### src/rtl/phase_tune_pkg.sv
`timescale 1ns/1ps
package phase_tune_pkg;

  typedef enum logic [2:0] {
    ST_IDLE,
    ST_LAUNCH,
    ST_WAIT,
    ST_SEARCH,
    ST_FINISH
  } tuneState_e;

  // strobes from control to datapath
  typedef struct packed {
    logic clearMask;
    logic captureStart;
    logic advancePhase;
    logic recordTrial;
    logic clearScan;
    logic stepScan;
    logic enterFallback;
    logic loadChosen;
  } dpCtrl_t;

  // status from datapath to control
  typedef struct packed {
    logic atStart;
    logic windowHit;
    logic scanLast;
    logic inFallback;
  } dpStat_t;

endpackage

### src/rtl/phase_tune_dp.sv
`timescale 1ns/1ps
module phase_tune_dp
  import phase_tune_pkg::*;
#(
  parameter int PHASE_W       = 3,
  parameter int TIMEOUT_W     = 16,
  parameter int RESET_PHASE   = 0,
  parameter int WIDE_RADIUS   = 2,
  parameter int NARROW_RADIUS = 1
) (
  input  logic                 clk,
  input  logic                 rstN,
  input  dpCtrl_t              ctl,
  input  logic                 trialCmdErr,
  input  logic                 trialDataErr,
  input  logic                 trialMatch,
  output dpStat_t              stat,
  output logic [PHASE_W-1:0]   phaseSel,
  output logic [PHASE_W-1:0]   startPhase,
  output logic [TIMEOUT_W-1:0] trialTimeout
);

  localparam int NUM_PH = 1 << PHASE_W;

  logic [NUM_PH-1:0]  passMask;
  logic [PHASE_W-1:0] scanIdx;
  logic               inFallback;
  logic [NUM_PH-1:0]  wideOk;
  logic [NUM_PH-1:0]  narrowOk;
  logic               trialPass;

  // true when every phase within radius of centre passed (circular)
  function automatic logic windowOk(input logic [NUM_PH-1:0] m,
                                    input int centre, input int radius);
    logic ok;
    ok = 1'b1;
    for (int k = -radius; k <= radius; k++) begin
      int pos;
      pos = (centre + k + NUM_PH) % NUM_PH;
      ok = ok & m[pos[PHASE_W-1:0]];
    end
    return ok;
  endfunction

  generate
    for (genvar g = 0; g < NUM_PH; g++) begin : gWindow
      always_comb begin
        wideOk[g]   = windowOk(passMask, g, WIDE_RADIUS);
        narrowOk[g] = windowOk(passMask, g, NARROW_RADIUS);
      end
    end
  endgenerate

  assign trialPass = !trialCmdErr && !trialDataErr && trialMatch;

  always_ff @(posedge clk or negedge rstN) begin
    if (!rstN) begin
      phaseSel     <= PHASE_W'(RESET_PHASE);
      startPhase   <= PHASE_W'(RESET_PHASE);
      passMask     <= '0;
      scanIdx      <= '0;
      inFallback   <= 1'b0;
      trialTimeout <= '0;
    end else begin
      if (ctl.clearMask)    passMask   <= '0;
      if (ctl.captureStart) startPhase <= phaseSel;
      if (ctl.advancePhase) begin
        phaseSel     <= phaseSel + 1'b1;
        trialTimeout <= '1;
      end
      if (ctl.recordTrial && trialPass) passMask[phaseSel] <= 1'b1;
      if (ctl.clearScan) begin
        scanIdx    <= '0;
        inFallback <= 1'b0;
      end
      if (ctl.stepScan)      scanIdx    <= scanIdx + 1'b1;
      if (ctl.enterFallback) inFallback <= 1'b1;
      if (ctl.loadChosen)    phaseSel   <= scanIdx;
    end
  end

  always_comb begin
    stat.atStart    = (phaseSel == startPhase);
    stat.windowHit  = inFallback ? narrowOk[scanIdx] : wideOk[scanIdx];
    stat.scanLast   = (scanIdx == PHASE_W'(NUM_PH - 1));
    stat.inFallback = inFallback;
  end

  // bitmap is empty right after it is cleared
  assert_mask_cleared_R3: assert property (@(posedge clk) disable iff (!rstN)
    ctl.clearMask |=> passMask == '0);

  // a failing trial never sets a bitmap bit
  assert_fail_not_recorded_R3: assert property (@(posedge clk) disable iff (!rstN)
    (ctl.recordTrial && (trialCmdErr || trialDataErr || !trialMatch) && !ctl.clearMask)
      |=> $stable(passMask));

endmodule

### src/rtl/phase_tune_fsm.sv
`timescale 1ns/1ps
module phase_tune_fsm
  import phase_tune_pkg::*;
(
  input  logic    clk,
  input  logic    rstN,
  input  logic    start,
  input  logic    trialAck,
  input  dpStat_t stat,
  output dpCtrl_t ctl,
  output logic    trialReq,
  output logic    done,
  output logic    error
);

  tuneState_e state, stateNext;
  logic       failReg, failNext;

  always_ff @(posedge clk or negedge rstN) begin
    if (!rstN) begin
      state   <= ST_IDLE;
      failReg <= 1'b0;
    end else begin
      state   <= stateNext;
      failReg <= failNext;
    end
  end

  always_comb begin
    stateNext = state;
    failNext  = failReg;
    ctl       = '0;
    unique case (state)
      ST_IDLE: begin
        if (start) begin
          ctl.clearMask    = 1'b1;
          ctl.captureStart = 1'b1;
          stateNext        = ST_LAUNCH;
        end
      end
      ST_LAUNCH: begin
        ctl.advancePhase = 1'b1;
        stateNext        = ST_WAIT;
      end
      ST_WAIT: begin
        if (trialAck) begin
          ctl.recordTrial = 1'b1;
          if (stat.atStart) begin
            ctl.clearScan = 1'b1;
            stateNext     = ST_SEARCH;
          end else begin
            stateNext = ST_LAUNCH;
          end
        end
      end
      ST_SEARCH: begin
        if (stat.windowHit) begin
          ctl.loadChosen = 1'b1;
          failNext       = 1'b0;
          stateNext      = ST_FINISH;
        end else if (stat.scanLast && stat.inFallback) begin
          failNext  = 1'b1;
          stateNext = ST_FINISH;
        end else begin
          ctl.stepScan = 1'b1;
          if (stat.scanLast) ctl.enterFallback = 1'b1;
        end
      end
      ST_FINISH: begin
        stateNext = ST_IDLE;
      end
      default: stateNext = ST_IDLE;
    endcase
  end

  assign trialReq = (state == ST_WAIT);
  assign done     = (state == ST_FINISH);
  assign error    = done && failReg;

  // done lasts one cycle
  assert_done_single_R10: assert property (@(posedge clk) disable iff (!rstN)
    done |=> !done);

  // error only with done
  assert_error_with_done_R10: assert property (@(posedge clk) disable iff (!rstN)
    error |-> done);

  // start while busy does not return the controller to idle
  assert_busy_start_ignored_R11: assert property (@(posedge clk) disable iff (!rstN)
    (start && state == ST_WAIT && !trialAck) |=> state == ST_WAIT);

endmodule

### src/rtl/phase_tune_ctrl.sv
`timescale 1ns/1ps
module phase_tune_ctrl
  import phase_tune_pkg::*;
#(
  parameter int PHASE_W     = 3,
  parameter int TIMEOUT_W   = 16,
  parameter int RESET_PHASE = 0
) (
  input  logic                 clk,
  input  logic                 rstN,
  input  logic                 start,
  output logic                 done,
  output logic                 error,
  output logic                 trialReq,
  input  logic                 trialAck,
  input  logic                 trialCmdErr,
  input  logic                 trialDataErr,
  input  logic                 trialMatch,
  output logic [TIMEOUT_W-1:0] trialTimeout,
  output logic [PHASE_W-1:0]   phaseSel
);

  dpCtrl_t            ctl;
  dpStat_t            stat;
  logic [PHASE_W-1:0] startPhase;

  phase_tune_fsm fsm_i (
    .clk      (clk),
    .rstN     (rstN),
    .start    (start),
    .trialAck (trialAck),
    .stat     (stat),
    .ctl      (ctl),
    .trialReq (trialReq),
    .done     (done),
    .error    (error)
  );

  phase_tune_dp #(
    .PHASE_W       (PHASE_W),
    .TIMEOUT_W     (TIMEOUT_W),
    .RESET_PHASE   (RESET_PHASE),
    .WIDE_RADIUS   (2),
    .NARROW_RADIUS (1)
  ) dp_i (
    .clk          (clk),
    .rstN         (rstN),
    .ctl          (ctl),
    .trialCmdErr  (trialCmdErr),
    .trialDataErr (trialDataErr),
    .trialMatch   (trialMatch),
    .stat         (stat),
    .phaseSel     (phaseSel),
    .startPhase   (startPhase),
    .trialTimeout (trialTimeout)
  );

  // phase held while a trial is outstanding
  assert_phase_stable_R9: assert property (@(posedge clk) disable iff (!rstN)
    (trialReq && !trialAck) |=> $stable(phaseSel));

  // each new request is one phase above the previous value
  assert_phase_advance_R2: assert property (@(posedge clk) disable iff (!rstN)
    $rose(trialReq) |-> phaseSel == PHASE_W'($past(phaseSel) + 1'b1));

  // timeout at maximum while requesting
  assert_timeout_max_R4: assert property (@(posedge clk) disable iff (!rstN)
    trialReq |-> &trialTimeout);

  // failure leaves the sweep's start phase
  assert_fail_restores_R8: assert property (@(posedge clk) disable iff (!rstN)
    error |-> phaseSel == startPhase);

endmodule

### config.mk
export PLATFORM = sky130hd
export DESIGN_NAME = phase_tune_ctrl
export DESIGN_NICKNAME = d
export VERILOG_FILES = /design/src/rtl/phase_tune_pkg.sv /design/src/rtl/phase_tune_dp.sv /design/src/rtl/phase_tune_fsm.sv /design/src/rtl/phase_tune_ctrl.sv
export SDC_FILE = /design/constraint.sdc
export NUM_CORES = 1
export LEC_CHECK = 0
export ABC_AREA = 1
export BUFFER_PORTS_ARGS = -buffer_cell sky130_fd_sc_hd__buf_4
export CAP_MARGIN = 20
export CORE_MARGIN = 5
export CORE_UTILIZATION = 35
export DETAILED_ROUTE_END_ITERATION = 8
export HOLD_SLACK_MARGIN = 0.05
export PLACE_DENSITY = 0.56
export SLEW_MARGIN = 10
export SYNTH_ARGS = -nofsm -noshare
export SYNTH_HDL_FRONTEND = slang
export SYNTH_SLANG_ARGS = --single-unit
### constraint.sdc
create_clock -name clk -period 2.39 [get_ports clk]
set_input_delay 0.1195 -clock clk [delete_from_list [all_inputs] [get_ports clk]]
set_output_delay 0.1195 -clock clk [all_outputs]
set_load 0.03 [all_outputs]
# After elaboration in Yosys (flattened, before gate mapping)
# Cells that the tools add are included.
word_totals:
  word_cells: 104
  ff_bits: 23
  output_inout_bits: 22
  inputBits: 7
classes:
  n_eq_ne: 9
  magnitude_cmp: 3
  add_sub_neg: 2
  muxes: 34
  n_reduce_logical: 15
  bitwise_logic: 33
op_table:
  columns: ["cell", "count"]
  rows:
  - ["1-bit AND", 32]
  - ["3-bit two-way mux", 9]
  - ["8-bit two-way mux", 2]
  - ["2-bit two-way mux", 7]
  - ["1-bit two-way mux", 12]
  - ["3-bit case mux with 4 select lines", 1]
  - ["3-bit by 4-bit less-than comparator with 1-bit output, second input constant", 2]
  - ["8-bit OR", 1]
  - ["2-bit nonzero test", 4]
  - ["3-bit by 1-bit adder with 3-bit output, second input constant", 2]
  - ["1-bit binary-select mux with 3-bit select", 2]
  - ["3-bit by 2-bit equality test with 1-bit output, second input constant", 2]
  - ["3-bit equality test, second input constant", 2]
  - ["1-bit logical AND", 6]
  - ["1-bit demux with 3-bit select", 1]
  - ["3-bit by 1-bit equality test with 1-bit output, second input constant", 1]
  - ["3-bit equality test", 1]
  - ["3-bit by 1-bit >= comparator with 1-bit output, second input constant", 1]
  - ["3-bit zero test", 1]
  - ["3-bit by 1-bit inequality test with 1-bit output, second input constant", 1]
  - ["3-bit AND reduction", 1]
  - ["1-bit zero test", 2]
  - ["2-bit by 1-bit inequality test with 1-bit output, second input constant", 1]
  - ["2-bit inequality test, second input constant", 1]
  - ["2-bit AND reduction", 1]

# Depth between registers and ports, before layout
logic_depth:
  ltp_word: 10
  ltp_mapped: 11
  depth_no_buf: 10

# Cells and area by module
# From an unflattened synthesis, not the netlist that was laid out.
unflattened:
  cells_unflattened: 191
  hier_area_um2: 1447.6
modules_own_cells:
  columns: ["mod", "cells_per_inst", "seq_area_each_um2", "area_per_inst_um2", "instances"]
  rows:
  - ["phase_tune_dp", 144, 475.5, 1137.3, 1]
  - ["phase_tune_fsm", 47, 100.1, 310.3, 1]

# Least setup slack after synthesis
# No wires, ideal clock.
synth_path:
  kind: "register -> output"
  from: "register fsm_i.state[2]"
  to: "output port error"
  t_arrival_ps: 1439
  path_buffers: 0
  stages_incl_launch_ff: 3
  slack_ps: 832
  path_cell_list: "dfrtp_1 -> inv_1 -> nor4_1"
synth_between:
  elab_chain_cells: 2
synth_lines:
  columns: ["item", "line", "text"]
  rows:
  - ["start, declared", "phase_tune_fsm.sv:16", "tuneState_e state, stateNext;"]
  - ["start signal, assigned", "phase_tune_fsm.sv:24", "state <= stateNext;"]
  - ["3-bit equality test", "phase_tune_fsm.sv:77", "assign done = (state == ST_FINISH);"]
  - ["1-bit logical AND", "phase_tune_fsm.sv:78", "assign error = done && failReg;"]
  - ["end, declared", "phase_tune_ctrl.sv:13", "output logic error,"]
# No other way between the ends.

# Worst setup path in the final report
layout_path:
  from: "register dp_i.scanIdx[0]"
  to: "register dp_i.phaseSel[0]"
layout_between:
  elab_chain_cells: 6
layout_lines:
  columns: ["item", "line", "text"]
  rows:
  - ["start, declared", "phase_tune_dp.sv:26", "logic [PHASE_W-1:0] scanIdx;"]
  - ["start signal, assigned", "phase_tune_dp.sv:76", "if (ctl.stepScan) scanIdx <= scanIdx + 1'b1;"]
  - ["1-bit binary-select mux with 3-bit select", "phase_tune_dp.sv:84", "stat.windowHit = inFallback ? narrowOk[scanIdx] : wideOk[scanIdx];"]
  - ["1-bit two-way mux (implied by the code)", "phase_tune_dp.sv:84", null]
  - ["1-bit two-way mux", "phase_tune_dp.sv:84", null]
  - ["1-bit two-way mux", "phase_tune_fsm.sv:57", "if (stat.windowHit) begin"]
  - ["3-bit two-way mux", "phase_tune_fsm.sv:33", "unique case (state)"]
  - ["3-bit two-way mux / 2-bit nonzero test (equally long branches)", null, null]
  - ["end signal, assigned", "phase_tune_dp.sv:58", "phaseSel <= PHASE_W'(RESET_PHASE);"]
  - ["end signal, assigned", "phase_tune_dp.sv:68", "phaseSel <= phaseSel + 1'b1;"]
  - ["end signal, assigned", "phase_tune_dp.sv:78", "if (ctl.loadChosen) phaseSel <= scanIdx;"]
  - ["end, declared", "phase_tune_dp.sv:18", "output logic [PHASE_W-1:0] phaseSel,"]
# Parallel ways exist; a longest one is shown, timed or not. The select of a mux whose other input is x is not followed.
# A chain may end at the register's enable or synchronous reset.

==> qor.txt <==
Yosys reg bits -> 23
Sequential cell area -> 576 um2
Minimum clock period -> 1.72 ns
Top area cells in the synthesized netlist -> dfrtp_1 (37%), nand2_1 (12%), nand3_1 (7.5%)
Setup TNS -> 0 ns
Worst Tran Pin Value -> 0.648 ns
Worst EP required -> 2.54 ns
Max Fanout on Critical Path -> 14
FFs w/ async S/R, synth -> 1.00
Nets -> 226
Worst relative slew slack -> 0.565
CP Capture Type -> flip-flop
Vias per cell -> 4.85
CP startpoint kind -> flip-flop
Remaining antenna violation count -> 0
Unrepaired setup endpoints after global routing -> no
Num rows -> 24
Synth-to-Final Area Change -> 12.5%
Routed Wire Length -> 3.48 mm
Ports -> 29
Share of layout cells above drive strength 1 -> 0.214
Pwr Density -> 1050 nW/um2
Most common cell in the synthesized netlist -> nand2_1
Setup Crit Path Kind -> reg -> reg
1st-pass router iterations -> 4
Drt drc -> 0
Yosys top cell by area -> dfrtp_1
Placement Setup Slack -> 0.700 ns
Min-Delay Path Class -> in -> reg
Clock latency at the later pin of the worst-skew pair -> 0.26 ns
DR iter-0 viols -> 41
WL/cell -> 13.0 um
Dpl cell area -> 1680 um2
CTS tree -> done
Pin count of the biggest net entering global routing -> 24
GRT overflow -> 0
CTS Buf Count -> 3
Root buffer cell -> clkbuf_8
Post-synthesis instance total -> 202
VDD IR max -> 308 uV
Fin. max-slew vios -> 0
CTS H-tree lvls -> 1
Sequential-to-total area share from yosys stat -> 0.374
Fillers -> 471
Mapped Area -> 1540 um2
Number of global-route vias before repair -> 1,292
Global Route Usage Sum -> 0.123
Port Buf Inserts -> 28
Avg Cell Area, Syn -> 7.62 um2
DP HPWL -> 2.73 mm
PnR worst setup slack -> 0.668 ns
Routability cong. -> 0.889
Number of antenna violations at the first check in global routing -> 0
Synth cell types -> 30
Footprint of the multi-input gates -> 732 um2
Starting Density -> 0.356
First-pass GRT wire length -> 6.08 mm
Tcrit/Tclk final -> 0.721
Full die area -> 5830 um2
Syn. warnings -> 0
Syn_nets -> 212
EDFF count, synth -> 0
# diodes -> 0
Leakage -> 0.827 nW
Core area -> 4320 um2
Most frequent cells after synthesis -> nand2_1 (48), dfrtp_1 (23), inv_1 (23), nand3_1 (23), buf_4 (15)
Clk slew on worst S/H paths -> 0.08 ns
Share of the synthesized area in the top cell type -> 0.374
Die Height -> 76.3 um
Setup violators final -> 0
Arrival @ worst endpoint -> 1.88 ns
CTS sink cnt -> 23
Final Hold Fails -> 0
Max_cap viols -> 0
Status -> finished clean
Clock skew -> 0.00625 ns
Vias -> 1,295
Max clock buf depth -> 2
Chip Width -> 76.3 um
Finished Cell Area -> 1730 um2
Setup bufs post-CTS -> 0
Main flop type after synthesis -> dfrtp_1
Achievable frequency -> 581 MHz
stage by stage:
step	utilization	hold slack [ns]	cells	power (mW)
final	0.401	0.182	267	1.82
after global routing	0.401	0.188	267	2.00
after CTS	0.401	0.182	267	1.84
after detailed placement	0.388	0.0322	262	1.59
after global placement	0.388	0.0320	262	1.59
after floorplan	-	-0.176	202	1.37
registers in the layout, summed over array words and instances, names as in the netlist:
| signal | flops |
|---|---|
| dp_i.scanIdx | 3 |
| fsm_i.state | 3 |
| dp_i.passMask | 8 |
| fsm_i.failReg | 1 |
| dp_i.startPhase | 3 |
| dp_i.trialTimeout | 1 |
| dp_i.phaseSel | 3 |
| dp_i.inFallback | 1 |
cell families after synthesis:
kind of cell,after synthesis,synth area share
AO/OA/AOI/OAI,23,0.103
XOR/XNOR,4,0.0227
adder cells (fa/ha/maj),3,0.0244
buffers and inverters,45,0.151
flip-flops,23,0.374
AND/OR/NAND/NOR,104,0.325
final cells by class:
class                   count  share of cell area
multi-input cells         134               0.422
flip-flops and latches     23               0.332
repair buffers             29               0.127
inverters                  25              0.0542
well taps                  52              0.0375
clock buffers               3              0.0238
clock inverters             1             0.00289
per-layer routing:
metal | part of all wire | vias up | wire [um] | GRT usage
li1 | - | 674 | - | -
met4 | 0.012 | 0 | 40 | 0.0332
met1 | 0.48 | 588 | 1650 | 0.166
met5 | 0 | - | 0 | 0
met3 | 0.044 | 4 | 153 | 0.0331
met2 | 0.47 | 29 | 1630 | 0.193
repair_timing:
| action | in CTS | in global routing |
|---|---|---|
| endpoints found under the setup margin | 0 | 0 |
| hold buffers | 1 | 0 |
| hold endpoints to repair | 23 | 0 |
| resized for setup | 0 | 0 |
worst paths after layout:
check	from	to	slack [ns]	cells after the start
max	dp_i.scanIdx[0]$_DFFE_PN0P_	dp_i.phaseSel[0]$_DFFE_PN0P_	0.67	9
min	trialAck	fsm_i.state[1]$_DFFE_PN0P_	0.18	3
max reg2reg	dp_i.scanIdx[0]$_DFFE_PN0P_	dp_i.phaseSel[0]$_DFFE_PN0P_	0.67	9
min reg2reg	dp_i.startPhase[1]$_DFFE_PN0P_	dp_i.startPhase[1]$_DFFE_PN0P_	0.51	2
max in group asynchronous	rstN	dp_i.passMask[7]$_DFF_PN0_	1.87	2
min in group asynchronous	rstN	fsm_i.state[2]$_DFFE_PN0P_	0.28	2
layout by cell type, fill, tap and decap left out, types with 2 or more instances in the layout:
cell type / n
o41ai_1: 8
o21ai_0: 11
nor3_1: 2
nand3_2: 2
nand2_1: 48
nand3_1: 23
or2_2: 2
ha_1: 3
nand3b_1: 2
xnor2_1: 3
clkbuf_8: 3
nor2_1: 14
inv_1: 23
nand4_1: 3
dfrtp_1: 23
inv_2: 2
nand2_2: 2
buf_4: 28
power by group:
group          internal, mW  switching (mW)  leakage (nW)
logic                 0.307           0.555         0.505
registers             0.505           0.211         0.296
clock network         0.116           0.121        0.0255
total                 0.928           0.887         0.827
worst max-delay path, cell delays in order, from the launching register on:
cell,delay [ns]
dfrtp_1,0.59
inv_1,0.16
nor2_1,0.16
nand2_1,0.07
nand3_1,0.08
nand3_1,0.08
nand3_2,0.14
nand3_2,0.14
o21ai_0,0.11
nand2_1,0.07
No activity file was read; power rests on OpenSTA's default activity.
